**src/rtl/rxr_pkg.sv**
```systemverilog
package rxr_pkg;

    typedef enum logic [2:0] {
        S_IDLE,
        S_SKIP,
        S_ADDR,
        S_BODY,
        S_DRAIN,
        S_HDR,
        S_DONE
    } rx_state_e;

    localparam logic [31:0] CRC_POLY = 32'h04C11DB7;
    localparam int MODE_BCAST   = 0;
    localparam int MODE_MCAST   = 1;
    localparam int MODE_PROMISC = 2;

    // Advance the address hash by one byte, bits taken LSB first.
    function automatic logic [31:0] crc_byte(input logic [31:0] c, input logic [7:0] b);
        logic [31:0] r;
        logic        fb;
        r = c;
        for (int k = 0; k < 8; k++) begin
            fb = r[31] ^ b[k];
            r  = {r[30:0], 1'b0} ^ (fb ? CRC_POLY : 32'h0);
        end
        return r;
    endfunction

endpackage

```
**src/rtl/rxr_delay_line.sv**
```systemverilog
module rxr_delay_line #(
    parameter int DEPTH = 6,
    parameter int W     = 8
) (
    input  logic         clk,
    input  logic         rst_n,
    input  logic         shift_i,
    input  logic [W-1:0] din_i,
    output logic [W-1:0] dout_o
);
    logic [W-1:0] stage_q [DEPTH];

    generate
        for (genvar gi = 0; gi < DEPTH; gi++) begin : g_stage
            if (gi == 0) begin : g_head
                always_ff @(posedge clk or negedge rst_n) begin
                    if (!rst_n)       stage_q[gi] <= '0;
                    else if (shift_i) stage_q[gi] <= din_i;
                end
            end else begin : g_tail
                always_ff @(posedge clk or negedge rst_n) begin
                    if (!rst_n)       stage_q[gi] <= '0;
                    else if (shift_i) stage_q[gi] <= stage_q[gi-1];
                end
            end
        end
    endgenerate

    assign dout_o = stage_q[DEPTH-1];
endmodule

```
**src/rtl/rxr_addr_filter.sv**
```systemverilog
module rxr_addr_filter
    import rxr_pkg::*;
#(
    parameter int ADDR_BYTES = 6,
    parameter int POS_W      = 3,
    parameter int HASH_BITS  = 6
) (
    input  logic                      clk,
    input  logic                      rst_n,
    input  logic                      push_i,
    input  logic [POS_W-1:0]          pos_i,
    input  logic [7:0]                byte_i,
    input  logic [2:0]                mode_i,
    input  logic [8*ADDR_BYTES-1:0]   station_i,
    input  logic [(1<<HASH_BITS)-1:0] hash_tbl_i,
    output logic                      accept_o,
    output logic                      group_o
);
    localparam int SLOTS = 1 << POS_W;

    logic [7:0]  sta_b [SLOTS];
    logic [31:0] crc_q, crc_n;
    logic        bc_q, bc_n, uc_q, uc_n, grp_q, grp_n, first;
    logic [HASH_BITS-1:0] hidx;

    generate
        for (genvar gi = 0; gi < SLOTS; gi++) begin : g_sta
            if (gi < ADDR_BYTES) begin : g_real
                assign sta_b[gi] = station_i[8*gi +: 8];
            end else begin : g_pad
                assign sta_b[gi] = 8'h00;
            end
        end
    endgenerate

    always_comb begin
        first = (pos_i == '0);
        crc_n = crc_byte(first ? 32'hFFFF_FFFF : crc_q, byte_i);
        bc_n  = (first | bc_q) & (byte_i == 8'hFF);
        uc_n  = (first | uc_q) & (byte_i == sta_b[pos_i]);
        grp_n = first ? byte_i[0] : grp_q;
        hidx  = crc_n[31:32-HASH_BITS];
    end

    always_ff @(posedge clk or negedge rst_n) begin
        if (!rst_n) begin
            crc_q <= '1;
            bc_q  <= 1'b0;
            uc_q  <= 1'b0;
            grp_q <= 1'b0;
        end else if (push_i) begin
            crc_q <= crc_n;
            bc_q  <= bc_n;
            uc_q  <= uc_n;
            grp_q <= grp_n;
        end
    end

    // Decision is valid in the cycle the last destination byte is pushed.
    assign accept_o = mode_i[MODE_PROMISC]
                    | (bc_n  ? mode_i[MODE_BCAST]
                    :  grp_n ? (mode_i[MODE_MCAST] & hash_tbl_i[hidx])
                    :  uc_n);
    assign group_o  = grp_n;

    // an all-ones destination passes without promiscuous only if broadcast is enabled
    p_bcast_gate_r5: assert property (@(posedge clk) disable iff (!rst_n)
        (push_i && pos_i == POS_W'(ADDR_BYTES-1) && bc_n && accept_o && !mode_i[MODE_PROMISC])
            |-> mode_i[MODE_BCAST]);
endmodule

```
**src/rtl/rxr_ring_calc.sv**
```systemverilog
module rxr_ring_calc #(
    parameter int PG_W      = 8,
    parameter int OFS_W     = 8,
    parameter int LEN_W     = 16,
    parameter int MIN_FREE  = 1518,
    parameter int HDR_BYTES = 4,
    parameter int CRC_BYTES = 4
) (
    input  logic [PG_W-1:0]       start_pg_i,
    input  logic [PG_W-1:0]       stop_pg_i,
    input  logic [PG_W-1:0]       bound_pg_i,
    input  logic [PG_W-1:0]       cur_pg_i,
    output logic                  full_o,
    input  logic [PG_W+OFS_W-1:0] start_a_i,
    input  logic [PG_W+OFS_W-1:0] stop_a_i,
    input  logic [PG_W+OFS_W-1:0] base_a_i,
    input  logic [LEN_W-1:0]      len_i,
    output logic [PG_W-1:0]       next_pg_o,
    output logic [LEN_W-1:0]      total_o
);
    localparam int AW     = PG_W + OFS_W;
    localparam int XW     = ((AW > LEN_W) ? AW : LEN_W) + 3;
    localparam int SW     = PG_W + 3;
    localparam int MIN_PG = (MIN_FREE + (1 << OFS_W) - 1) >> OFS_W;
    localparam int PAGE   = 1 << OFS_W;

    logic signed [SW-1:0] s_start, s_stop, s_bnd, s_cur, avail_pg;
    logic [XW-1:0] tot, step, nxt;

    always_comb begin
        s_start = $signed({3'b000, start_pg_i});
        s_stop  = $signed({3'b000, stop_pg_i});
        s_bnd   = $signed({3'b000, bound_pg_i});
        s_cur   = $signed({3'b000, cur_pg_i});
        if (cur_pg_i < bound_pg_i) avail_pg = s_bnd - s_cur;
        else                       avail_pg = (s_stop - s_start) - (s_cur - s_bnd);
        full_o = (stop_pg_i <= start_pg_i) || (avail_pg < SW'(MIN_PG));
    end

    always_comb begin
        tot  = XW'(len_i) + XW'(HDR_BYTES);
        step = (tot + XW'(CRC_BYTES) + XW'(PAGE - 1)) & ~XW'(PAGE - 1);
        nxt  = XW'(base_a_i) + step;
        if (nxt >= XW'(stop_a_i)) nxt = nxt - (XW'(stop_a_i) - XW'(start_a_i));
        next_pg_o = nxt[AW-1:OFS_W];
        total_o   = tot[LEN_W-1:0];
    end
endmodule

```
**src/rtl/rx_ring_writer.sv**
```systemverilog
module rx_ring_writer
    import rxr_pkg::*;
#(
    parameter int PG_W       = 8,
    parameter int OFS_W      = 8,
    parameter int LEN_W      = 16,
    parameter int MIN_LEN    = 60,
    parameter int MIN_FREE   = 1518,
    parameter int ADDR_BYTES = 6,
    parameter int HASH_BITS  = 6
) (
    input  logic                      clk,
    input  logic                      rst_n,
    input  logic                      stopped_i,
    input  logic [PG_W-1:0]           ring_start_pg_i,
    input  logic [PG_W-1:0]           ring_stop_pg_i,
    input  logic [PG_W-1:0]           bound_pg_i,
    input  logic [PG_W-1:0]           cur_pg_i,
    input  logic [2:0]                rx_mode_i,
    input  logic [8*ADDR_BYTES-1:0]   station_addr_i,
    input  logic [(1<<HASH_BITS)-1:0] mcast_hash_i,
    input  logic                      rx_valid_i,
    input  logic                      rx_sof_i,
    input  logic                      rx_eof_i,
    input  logic [7:0]                rx_data_i,
    output logic                      ram_we_o,
    output logic [PG_W+OFS_W-1:0]     ram_addr_o,
    output logic [7:0]                ram_wdata_o,
    output logic                      cur_pg_upd_o,
    output logic [PG_W-1:0]           cur_pg_o,
    output logic [7:0]                rx_status_o,
    output logic                      rx_ok_o
);
    localparam int AW        = PG_W + OFS_W;
    localparam int POS_W     = $clog2(ADDR_BYTES + 1);
    localparam int HDR_BYTES = 4;

    rx_state_e state_q, state_n;

    logic [LEN_W-1:0] cnt_q, wr_cnt_q, len_pad, total;
    logic [AW-1:0]    start_a_q, stop_a_q, base_a_q, wr_a_q, wr_a_nx;
    logic [1:0]       hdr_idx_q;
    logic             grp_q;
    logic             beat, sof_beat, last_addr, drain_last, refuse;
    logic             flt_push, flt_accept, flt_group, ring_full;
    logic [POS_W-1:0] flt_pos;
    logic             dl_shift;
    logic [7:0]       dl_din, dl_dout, status_byte, hdr_byte;
    logic [PG_W-1:0]  next_pg;

    assign beat       = rx_valid_i;
    assign sof_beat   = rx_valid_i & rx_sof_i;
    assign last_addr  = (cnt_q == LEN_W'(ADDR_BYTES - 1));
    assign len_pad    = (cnt_q < LEN_W'(MIN_LEN)) ? LEN_W'(MIN_LEN) : cnt_q;
    assign drain_last = ((wr_cnt_q + 1'b1) == len_pad);
    assign refuse     = stopped_i | ring_full;
    assign wr_a_nx    = ((wr_a_q + 1'b1) == stop_a_q) ? start_a_q : (wr_a_q + 1'b1);

    assign flt_push = (state_q == S_IDLE && sof_beat) || (state_q == S_ADDR && beat);
    assign flt_pos  = (state_q == S_IDLE) ? '0 : cnt_q[POS_W-1:0];
    assign dl_shift = flt_push || (state_q == S_BODY && beat) || (state_q == S_DRAIN);
    assign dl_din   = (state_q == S_DRAIN) ? 8'h00 : rx_data_i;

    assign status_byte = 8'h01 | (grp_q ? 8'h20 : 8'h00);

    always_comb begin
        unique case (hdr_idx_q)
            2'd0:    hdr_byte = status_byte;
            2'd1:    hdr_byte = 8'(next_pg);
            2'd2:    hdr_byte = total[7:0];
            default: hdr_byte = total[15:8];
        endcase
    end

    rxr_addr_filter #(
        .ADDR_BYTES (ADDR_BYTES),
        .POS_W      (POS_W),
        .HASH_BITS  (HASH_BITS)
    ) u_filter (
        .clk        (clk),
        .rst_n      (rst_n),
        .push_i     (flt_push),
        .pos_i      (flt_pos),
        .byte_i     (rx_data_i),
        .mode_i     (rx_mode_i),
        .station_i  (station_addr_i),
        .hash_tbl_i (mcast_hash_i),
        .accept_o   (flt_accept),
        .group_o    (flt_group)
    );

    rxr_ring_calc #(
        .PG_W      (PG_W),
        .OFS_W     (OFS_W),
        .LEN_W     (LEN_W),
        .MIN_FREE  (MIN_FREE),
        .HDR_BYTES (HDR_BYTES),
        .CRC_BYTES (4)
    ) u_ring (
        .start_pg_i (ring_start_pg_i),
        .stop_pg_i  (ring_stop_pg_i),
        .bound_pg_i (bound_pg_i),
        .cur_pg_i   (cur_pg_i),
        .full_o     (ring_full),
        .start_a_i  (start_a_q),
        .stop_a_i   (stop_a_q),
        .base_a_i   (base_a_q),
        .len_i      (len_pad),
        .next_pg_o  (next_pg),
        .total_o    (total)
    );

    rxr_delay_line #(
        .DEPTH (ADDR_BYTES),
        .W     (8)
    ) u_delay (
        .clk     (clk),
        .rst_n   (rst_n),
        .shift_i (dl_shift),
        .din_i   (dl_din),
        .dout_o  (dl_dout)
    );

    // State register
    always_ff @(posedge clk or negedge rst_n) begin
        if (!rst_n) state_q <= S_IDLE;
        else        state_q <= state_n;
    end

    // Next-state logic
    always_comb begin
        state_n = state_q;
        unique case (state_q)
            S_IDLE: if (sof_beat) begin
                if (refuse)         state_n = rx_eof_i ? S_IDLE : S_SKIP;
                else                state_n = rx_eof_i ? S_IDLE : S_ADDR;
            end
            S_SKIP: if (beat && rx_eof_i) state_n = S_IDLE;
            S_ADDR: if (beat) begin
                if (last_addr) begin
                    if (!flt_accept) state_n = rx_eof_i ? S_IDLE : S_SKIP;
                    else             state_n = rx_eof_i ? S_DRAIN : S_BODY;
                end else if (rx_eof_i) begin
                    state_n = S_IDLE;
                end
            end
            S_BODY:  if (beat && rx_eof_i) state_n = S_DRAIN;
            S_DRAIN: if (drain_last) state_n = S_HDR;
            S_HDR:   if (hdr_idx_q == 2'd3) state_n = S_DONE;
            S_DONE:  state_n = S_IDLE;
            default: state_n = S_IDLE;
        endcase
    end

    // Datapath and registered outputs
    always_ff @(posedge clk or negedge rst_n) begin
        if (!rst_n) begin
            cnt_q        <= '0;
            wr_cnt_q     <= '0;
            start_a_q    <= '0;
            stop_a_q     <= '0;
            base_a_q     <= '0;
            wr_a_q       <= '0;
            hdr_idx_q    <= '0;
            grp_q        <= 1'b0;
            ram_we_o     <= 1'b0;
            ram_addr_o   <= '0;
            ram_wdata_o  <= '0;
            cur_pg_upd_o <= 1'b0;
            cur_pg_o     <= '0;
            rx_status_o  <= '0;
            rx_ok_o      <= 1'b0;
        end else begin
            ram_we_o     <= 1'b0;
            cur_pg_upd_o <= 1'b0;
            rx_ok_o      <= 1'b0;
            unique case (state_q)
                S_IDLE: if (sof_beat) begin
                    start_a_q <= {ring_start_pg_i, OFS_W'(0)};
                    stop_a_q  <= {ring_stop_pg_i, OFS_W'(0)};
                    base_a_q  <= {cur_pg_i, OFS_W'(0)};
                    wr_a_q    <= {cur_pg_i, OFS_W'(HDR_BYTES)};
                    cnt_q     <= LEN_W'(1);
                    wr_cnt_q  <= '0;
                    hdr_idx_q <= '0;
                end
                S_ADDR: if (beat) begin
                    cnt_q <= cnt_q + 1'b1;
                    if (last_addr) grp_q <= flt_group;
                end
                S_BODY: if (beat) begin
                    cnt_q       <= cnt_q + 1'b1;
                    ram_we_o    <= 1'b1;
                    ram_addr_o  <= wr_a_q;
                    ram_wdata_o <= dl_dout;
                    wr_a_q      <= wr_a_nx;
                    wr_cnt_q    <= wr_cnt_q + 1'b1;
                end
                S_DRAIN: begin
                    ram_we_o    <= 1'b1;
                    ram_addr_o  <= wr_a_q;
                    ram_wdata_o <= dl_dout;
                    wr_a_q      <= wr_a_nx;
                    wr_cnt_q    <= wr_cnt_q + 1'b1;
                end
                S_HDR: begin
                    ram_we_o    <= 1'b1;
                    ram_addr_o  <= base_a_q | AW'(hdr_idx_q);
                    ram_wdata_o <= hdr_byte;
                    hdr_idx_q   <= hdr_idx_q + 1'b1;
                end
                S_DONE: begin
                    rx_ok_o      <= 1'b1;
                    cur_pg_upd_o <= 1'b1;
                    cur_pg_o     <= next_pg;
                    rx_status_o  <= status_byte;
                end
                default: ;
            endcase
        end
    end

    // no write can appear while the machine sits idle
    p_idle_quiet_r13: assert property (@(posedge clk) disable iff (!rst_n)
        (state_q == S_IDLE) |-> !ram_we_o);

    // every write lands inside the ring latched for the frame
    p_in_ring_r11: assert property (@(posedge clk) disable iff (!rst_n)
        ram_we_o |-> (ram_addr_o >= start_a_q && ram_addr_o < stop_a_q));

    // receive event is a single-cycle pulse
    p_ok_pulse_r12: assert property (@(posedge clk) disable iff (!rst_n)
        rx_ok_o |=> !rx_ok_o);

    // status carries only the OK bit and the group bit
    p_ok_status_r12: assert property (@(posedge clk) disable iff (!rst_n)
        rx_ok_o |-> (rx_status_o[0] && (rx_status_o & 8'hDE) == 8'h00));

    // a start byte while halted never enters address collection
    p_stopped_r2: assert property (@(posedge clk) disable iff (!rst_n)
        (state_q == S_IDLE && sof_beat && stopped_i) |=> (state_q != S_ADDR));
endmodule

```
**config.mk**
```make
export PLATFORM = sky130hd
export DESIGN_NAME = rx_ring_writer
export DESIGN_NICKNAME = d
export VERILOG_FILES = /design/src/rtl/rxr_pkg.sv /design/src/rtl/rxr_delay_line.sv /design/src/rtl/rxr_addr_filter.sv /design/src/rtl/rxr_ring_calc.sv /design/src/rtl/rx_ring_writer.sv
export SDC_FILE = /design/constraint.sdc
export NUM_CORES = 1
export LEC_CHECK = 0
export ABC_CLOCK_PERIOD_IN_PS = 12400
export CORE_MARGIN = 2
export CORE_UTILIZATION = 35
export CTS_BUF_LIST = sky130_fd_sc_hd__clkbuf_16
export DETAILED_ROUTE_END_ITERATION = 8
export GPL_TIMING_DRIVEN = 0
export SYNTH_ARGS = -nofsm -noshare
export SYNTH_HDL_FRONTEND = slang
export SYNTH_HIERARCHICAL = 1
export SYNTH_SLANG_ARGS = --single-unit
```
**constraint.sdc**
```tcl
create_clock -name clk -period 12.4 [get_ports clk]
set_input_delay 1.24 -clock clk [delete_from_list [all_inputs] [get_ports clk]]
set_output_delay 1.24 -clock clk [all_outputs]
set_load 0.1 [all_outputs]
```
==> results by group, run 1 <==
STA
  – # setup viols final: 0
  – Slew Viols, Final: 0
  – Fin Clk Skew: 0.0153 ns
  – Fin crit share: 0.635
  – Max Freq: 127 MHz
  – Worst-Margin Slew: 0.994 ns
  – Slew HR: 0.335
  – Final worst path period need: 7.87 ns
  – RSZ-0062 raised after global routing: false
  – Final hold vios: 0
  – Hold_ws: 0.469 ns
  – Setup TNS: 0 ns

Global route
  – Total congestion overflow: 0
  – Global-route track usage on met3: 0.0306
  – Initial antenna violation count: 0
  – Wire length of the first global-routing pass: 73700 um
  – GR Util All Layers: 0.197
  – Grt met1 use: 0.252
  – Pin count of the biggest net entering global routing: 115
  – Grt peak-use layer: met2
  – Vias in the first global route: 13485
  – Routing usage on met2: 0.338

Route
  – DRC: 0
  – Vias/cell: 5.10
  – Vias: 13660
  – WL/cell: 17.3 um
  – Post-route ant nets: 0
  – Drt first pass iters: 5
  – Drt initial violations: 862
  – Final WL: 46400 um

Synth
  – Count leader, synth: nand2_1
  – Cells after Synth: 1806
  – Most common flop cell mapped by yosys: dfrtp_1
  – Synth top cells by count: nand2_1 (216), dfrtp_1 (165), nor2_1 (163), inv_1 (139), xnor2_1 (123)
  – Post-synth EDFFs: 0
  – Area contributors post-synth: dfrtp_1 (26%), xnor2_1 (6.7%), ha_1 (6.4%), dfstp_2 (5.2%), nand2_1 (5.0%)
  – Post-Syn Area per Cell: 8.94 um^2
  – Post-synth cell types: 94
  – Dominant cell type by area after synthesis: dfrtp_1
  – Top-area cell type share of the netlist area: 0.256
  – Post-synthesis sequential area ratio: 0.308
  – Flop and latch count out of synthesis: 197
  – Asr flop ratio synth: 1.00
  – Mapped Area: 0.0161 mm^2
  – Synth warn: 6

Power and ir drop
  – PwrDens: 316 mW/mm^2
  – Peak supply drop: 255 uV
  – Leakage: 8.53 nW
  – Total power: 0.00620 W

Clock tree
  – Number of H-tree levels: 4
  – CTS tree: done
  – Post-CTS resize count: 0
  – Sink Count: 197
  – Clk_lat worst skew: 0.46 ns
  – Clk slew on worst S/H paths: 0.08 ns
  – Post-CTS Hold Fix Bufs: 0
  – Post-CTS Setup Inserts: 0
  – Clock Path Buffers: 2
  – Clock root buffer: clkbuf_16
  – Inserted Clock Buffers: 17

Floorplan
  – Ports: 204
  – Die area: 0.0478 mm^2
  – Die width: 219 um
  – Starting density of the core: 0.355
  – Core area: 0.0455 mm^2
  – Site Rows: 78
  – Chip Height: 219 um

Worst setup path
  – Critical Path End Type: flip-flop
  – CP required: 12.71 ns
  – Max incr delay on CP: 0.70 ns
  – Crit-path most repeated cell: a21oi_1
  – WS Path Type: flip-flop to flip-flop
  – CP max stage cell: o41ai_1
  – Critical Path Start Type: flip-flop
  – Max FO, Critical Path: 10
  – R2R depth: 32
  – Worst Path Arrival: 8.18 ns

Finish
  – Non-filler cells, final: 2678
  – Area grow syn2layout: 21.6%
  – Total Nets Final: 2327
  – Diodes inserted: 0
  – Layout cells sized above 1: 0.123
  – Finished Cell Area: 0.0196 mm^2

Placed design
  – Placed Instance Area: 0.0190 mm^2
  – Dpl hpwl: 36900 um
  – Port bufs: 196
  – Placed Cells: 2646
  – GP Congestion: 0.877

Run status
  – Status: finished, final reports clean

Min path
  – Hold Path Class: flip-flop to flip-flop
  – Hold Path Cell Cnt: 1

Job
  – Max-Cap Viols: 0
## final cells by class
cell class	count	area, um^2
flip-flops and latches	197	4970
clock inverters	15	146
clock buffers	17	425
repair buffers	197	1990
plain buffers	121	629
well taps	600	751
fillers	4485	25900
inverters	139	522
multi-input cells	1392	10200
## stage by stage
step,util,setup WS [ns]
floorplan,-,6.19
global placement,0.418,1.60
detailed placement,0.419,4.60
CTS,0.431,4.55
global route,0.431,4.09
finish,0.431,4.53
## routing by layer
layer / vias to the layer above / share of wire
li1: 6620 / -
met1: 6573 / 0.44
met2: 413 / 0.49
met3: 54 / 0.053
met4: 0 / 0.023
met5: - / 0
## final timing paths
path,from,to,slack (ns)
max,cnt_q[11],ram_wdata_o[0],4.53
max in group asynchronous,rst_n,cnt_q[0],10.68
max reg2reg,cnt_q[11],ram_wdata_o[0],4.53
min,rx_status_o[0],rx_status_o[0],0.47
min in group asynchronous,rst_n,rx_ok_o,0.76
min reg2reg,rx_status_o[0],rx_status_o[0],0.47
## flip-flops by register name (all words and copies together), names as in the netlist, 16 cells and up
name,cells
wr_a_q,16
u_delay/stage_q,40
cnt_q,16
ram_addr_o,16
wr_cnt_q,16
u_filter/crc_q,32
## logic make-up (layout without fill, tap and decap cells)
group           Yosys count  in the layout  synth area share
other cells               1             44          0.000232
fa+ha+maj               101            101            0.0872
buf+inv                 260            489            0.0713
simple gates            573            573             0.172
xor+xnor                205            205             0.119
compound gates          313            313             0.127
flops                   197            197             0.308
mux                     156            156             0.115
## report_power, final
part           switching [W]  internal (W)  leakage, nW
sequential          0.000202      0.000934         2.43
combinational        0.00260       0.00190         5.83
clock               0.000272      0.000283        0.275
## cell usage in the layout, fill, tap and decap left out, types with 9 or more instances in the layout
cell	synthesis	layout
a21o_1	14	14
a21oi_1	87	87
a221oi_1	9	9
a22oi_1	11	11
a31oi_1	19	19
and2_1	15	15
buf_2	19	19
buf_4	22	22
buf_6	9	9
clkbuf_1	65	65
clkbuf_16	0	17
clkdlybuf4s50_1	0	195
conb_1	1	44
dfrtp_1	165	165
dfstp_2	32	32
fa_1	19	19
ha_1	82	82
inv_1	139	139
mux2_2	60	60
mux2_4	23	23
mux2i_1	65	65
nand2_1	216	216
nand2b_1	13	13
nand3_1	38	38
nand4_1	22	22
nor2_1	163	163
nor2b_1	15	15
nor3_1	24	24
o211ai_1	16	16
o21ai_0	65	65
o22ai_1	14	14
o31ai_1	12	12
xnor2_1	123	123
xor2_1	71	71
## critical path: cells and delay by family (launching register included)
family	cells	cell delay, ns
and+or+nand+nor	11	1.82
xor gates and xnor gates	2	0.59
AOI/OAI and AO/OA	12	3.05
adders and majority gates	2	0.78
buffers and inverters	4	0.75
DFF	1	0.36
muxes	1	0.36
No activity file was read; power rests on OpenSTA's default activity.
==> inputs of run 2 (changes only) <==
--- a/config.mk
+++ b/config.mk
@@ -5,7 +5,7 @@
 export SDC_FILE = /design/constraint.sdc
 export NUM_CORES = 1
 export LEC_CHECK = 0
-export ABC_CLOCK_PERIOD_IN_PS = 12400
+export ABC_CLOCK_PERIOD_IN_PS = 8200
 export CORE_MARGIN = 2
 export CORE_UTILIZATION = 35
 export CTS_BUF_LIST = sky130_fd_sc_hd__clkbuf_16
==> constraint.sdc (replaced) <==
create_clock -name clk -period 8.2 [get_ports clk]
set_input_delay 0.82 -clock clk [delete_from_list [all_inputs] [get_ports clk]]
set_output_delay 0.82 -clock clk [all_outputs]
set_load 0.1 [all_outputs]
==> run 2 against run 1 <==
Hold slack got worse by 0.13 ns. Critical path depth is the same. Via count is 0.32% lower. Die area unchanged. Setup slack got worse by 4.0 ns. Register-to-register slack got worse by 4.0 ns. Wire length about the same. Total power increased by 51%. Cell area hardly changed. Flip-flop and latch count stayed put. Sequential power is 51% higher. Final cell count unchanged. Critical endpoint unchanged. Highest routed layer unchanged.
==> results by group, run 2 (same netlist as run 1, synthesis figures left out) <==
Run status
  – Status: finished, final reports clean

Route
  – Post-route ant nets: 0
  – Vias/cell: 5.08
  – Drt first pass iters: 6
  – Vias: 13616
  – WL/cell: 17.3 um
  – Drt initial violations: 899
  – DRC: 0
  – Final WL: 46400 um

Placed design
  – Dpl hpwl: 36900 um
  – Pre-CTS setup slack: 0.400 ns
  – Port bufs: 196
  – GP Congestion: 0.877
  – Placed Cells: 2646

Clock tree
  – Clock Path Buffers: 2
  – Inserted Clock Buffers: 17
  – Clk slew on worst S/H paths: 0.08 ns
  – Clock root buffer: clkbuf_16
  – Post-CTS Hold Fix Bufs: 0
  – Sink Count: 197
  – Post-CTS Setup Inserts: 0
  – Post-CTS resize count: 0
  – Clk_lat worst skew: 0.46 ns
  – Number of H-tree levels: 4
  – CTS tree: done

Global route
  – Initial antenna violation count: 0
  – GR Util All Layers: 0.197
  – Wire length of the first global-routing pass: 73700 um
  – Vias in the first global route: 13485
  – Pin count of the biggest net entering global routing: 115
  – Total congestion overflow: 0

Floorplan
  – Die width: 219 um
  – Starting density of the core: 0.355
  – Die area: 0.0478 mm^2
  – Core area: 0.0455 mm^2
  – Site Rows: 78
  – Ports: 204
  – Chip Height: 219 um

STA
  – RSZ-0062 raised after global routing: false
  – Fin crit share: 0.938
  – Fin Clk Skew: 0.0133 ns
  – Slew Viols, Final: 0
  – Slew HR: 0.335
  – Worst setup margin: 0.506 ns
  – Final hold vios: 0
  – # setup viols final: 0
  – Worst-Margin Slew: 0.994 ns
  – Final worst path period need: 7.69 ns
  – Setup TNS: 0 ns
  – Max Freq: 130 MHz

Finish
  – Commonest non-fill, non-tap cell in the layout: nand2_1
  – Biggest register: u_delay/stage_q
  – Most frequent cells in the layout: nand2_1 (216), clkdlybuf4s50_1 (195), dfrtp_1 (165), nor2_1 (163), inv_1 (139)
  – Non-filler cells, final: 2678
  – Total Nets Final: 2327
  – Layout cells sized above 1: 0.123
  – Largest regs: u_delay/stage_q: 40 flops, u_filter/crc_q: 32 flops
  – Area grow syn2layout: 21.6%
  – Max reg flops: 40
  – Diodes inserted: 0

Worst setup path
  – R2R depth: 32
  – Reg-to-reg slack, setup: 0.51 ns
  – Critical Path End Type: flip-flop
  – Worst reg2reg path endpoint: ram_wdata_o[0]
  – Max FO, Critical Path: 10
  – CP max stage cell: a2111oi_0
  – Max incr delay on CP: 0.62 ns
  – R2r startpoint: cnt_q[11]
  – Worst Path Arrival: 8.00 ns
  – WS Path Type: flip-flop to flip-flop
  – Crit-path most repeated cell: a21oi_1
  – CP required: 8.51 ns
  – Critical Path Start Type: flip-flop

Power and ir drop
  – Leakage: 8.54 nW
  – Total power: 0.00937 W
  – Peak supply drop: 384 uV
  – PwrDens: 478 mW/mm^2

Job
  – Max-Cap Viols: 0

Min path
  – Hold Path Class: primary input to async pin
## run 2: cell count changes in the layout (fill, tap and decap cells not counted)
cell     change
o41ai_1      -1
o41ai_2      +1
## run 2: final cells by class
| type | count | area, um^2 |
|---|---|---|
| Buffer | 121 | 629 |
| Timing Repair Buffer | 197 | 1990 |
| Multi-Input combinational cell | 1392 | 10200 |
| Clock buffer | 17 | 425 |
| Fill cell | 4483 | 25900 |
| Sequential cell | 197 | 4970 |
| Inverter | 139 | 522 |
| Tap cell | 600 | 751 |
| Clock inverter | 15 | 146 |
## run 2: how the worst max path moves through the flow
stage | start | endpoint | slack, ns | depth (start not counted)
after floorplan | cnt_q[6] | ram_wdata_o[0] | 1.99 | 32
after global placement | rst_n | wr_cnt_q[10] | -2.18 | 1
after detailed placement | cnt_q[11] | ram_wdata_o[0] | 0.40 | 31
after CTS | cnt_q[11] | ram_wdata_o[0] | 0.35 | 32
after global routing | cnt_q[11] | ram_wdata_o[5] | 0.12 | 32
final | cnt_q[11] | ram_wdata_o[0] | 0.51 | 32
## run 2: worst max-delay path: cells and delay by family, from the launching register on
| family | cells | cell delay, ns |
|---|---|---|
| AO/OA/AOI/OAI | 13 | 3.14 |
| XOR/XNOR | 2 | 0.55 |
| adder cells (fa/ha/maj) | 2 | 0.61 |
| buffers and inverters | 3 | 0.67 |
| flip-flops | 1 | 0.36 |
| multiplexers | 1 | 0.36 |
| AND/OR/NAND/NOR | 11 | 1.86 |
## run 2: through the flow
step / hold WS (ns) / instance area [um^2] / util
finish: 0.336 / 19600 / 0.431
global placement: 0.451 / 19000 / 0.418
floorplan: 0.445 / 16300 / -
global route: 0.386 / 19600 / 0.431
CTS: 0.371 / 19600 / 0.431
detailed placement: 0.457 / 19000 / 0.419
## run 2: routing by layer
metal  track usage  routed length, um
met1         0.252              20500
met2         0.338              22500
met3        0.0306               2260
met4        0.0617               1120
met5             0                  0
## run 2: power breakdown
| part | total (W) | switching (W) | leakage [nW] | internal (W) |
|---|---|---|---|---|
| registers | 0.00172 | 0.000306 | 2.43 | 0.00141 |
| clock network | 0.000841 | 0.000413 | 0.275 | 0.000427 |
| logic | 0.00681 | 0.00394 | 5.84 | 0.00288 |
| total | 0.00937 | 0.00466 | 8.54 | 0.00472 |
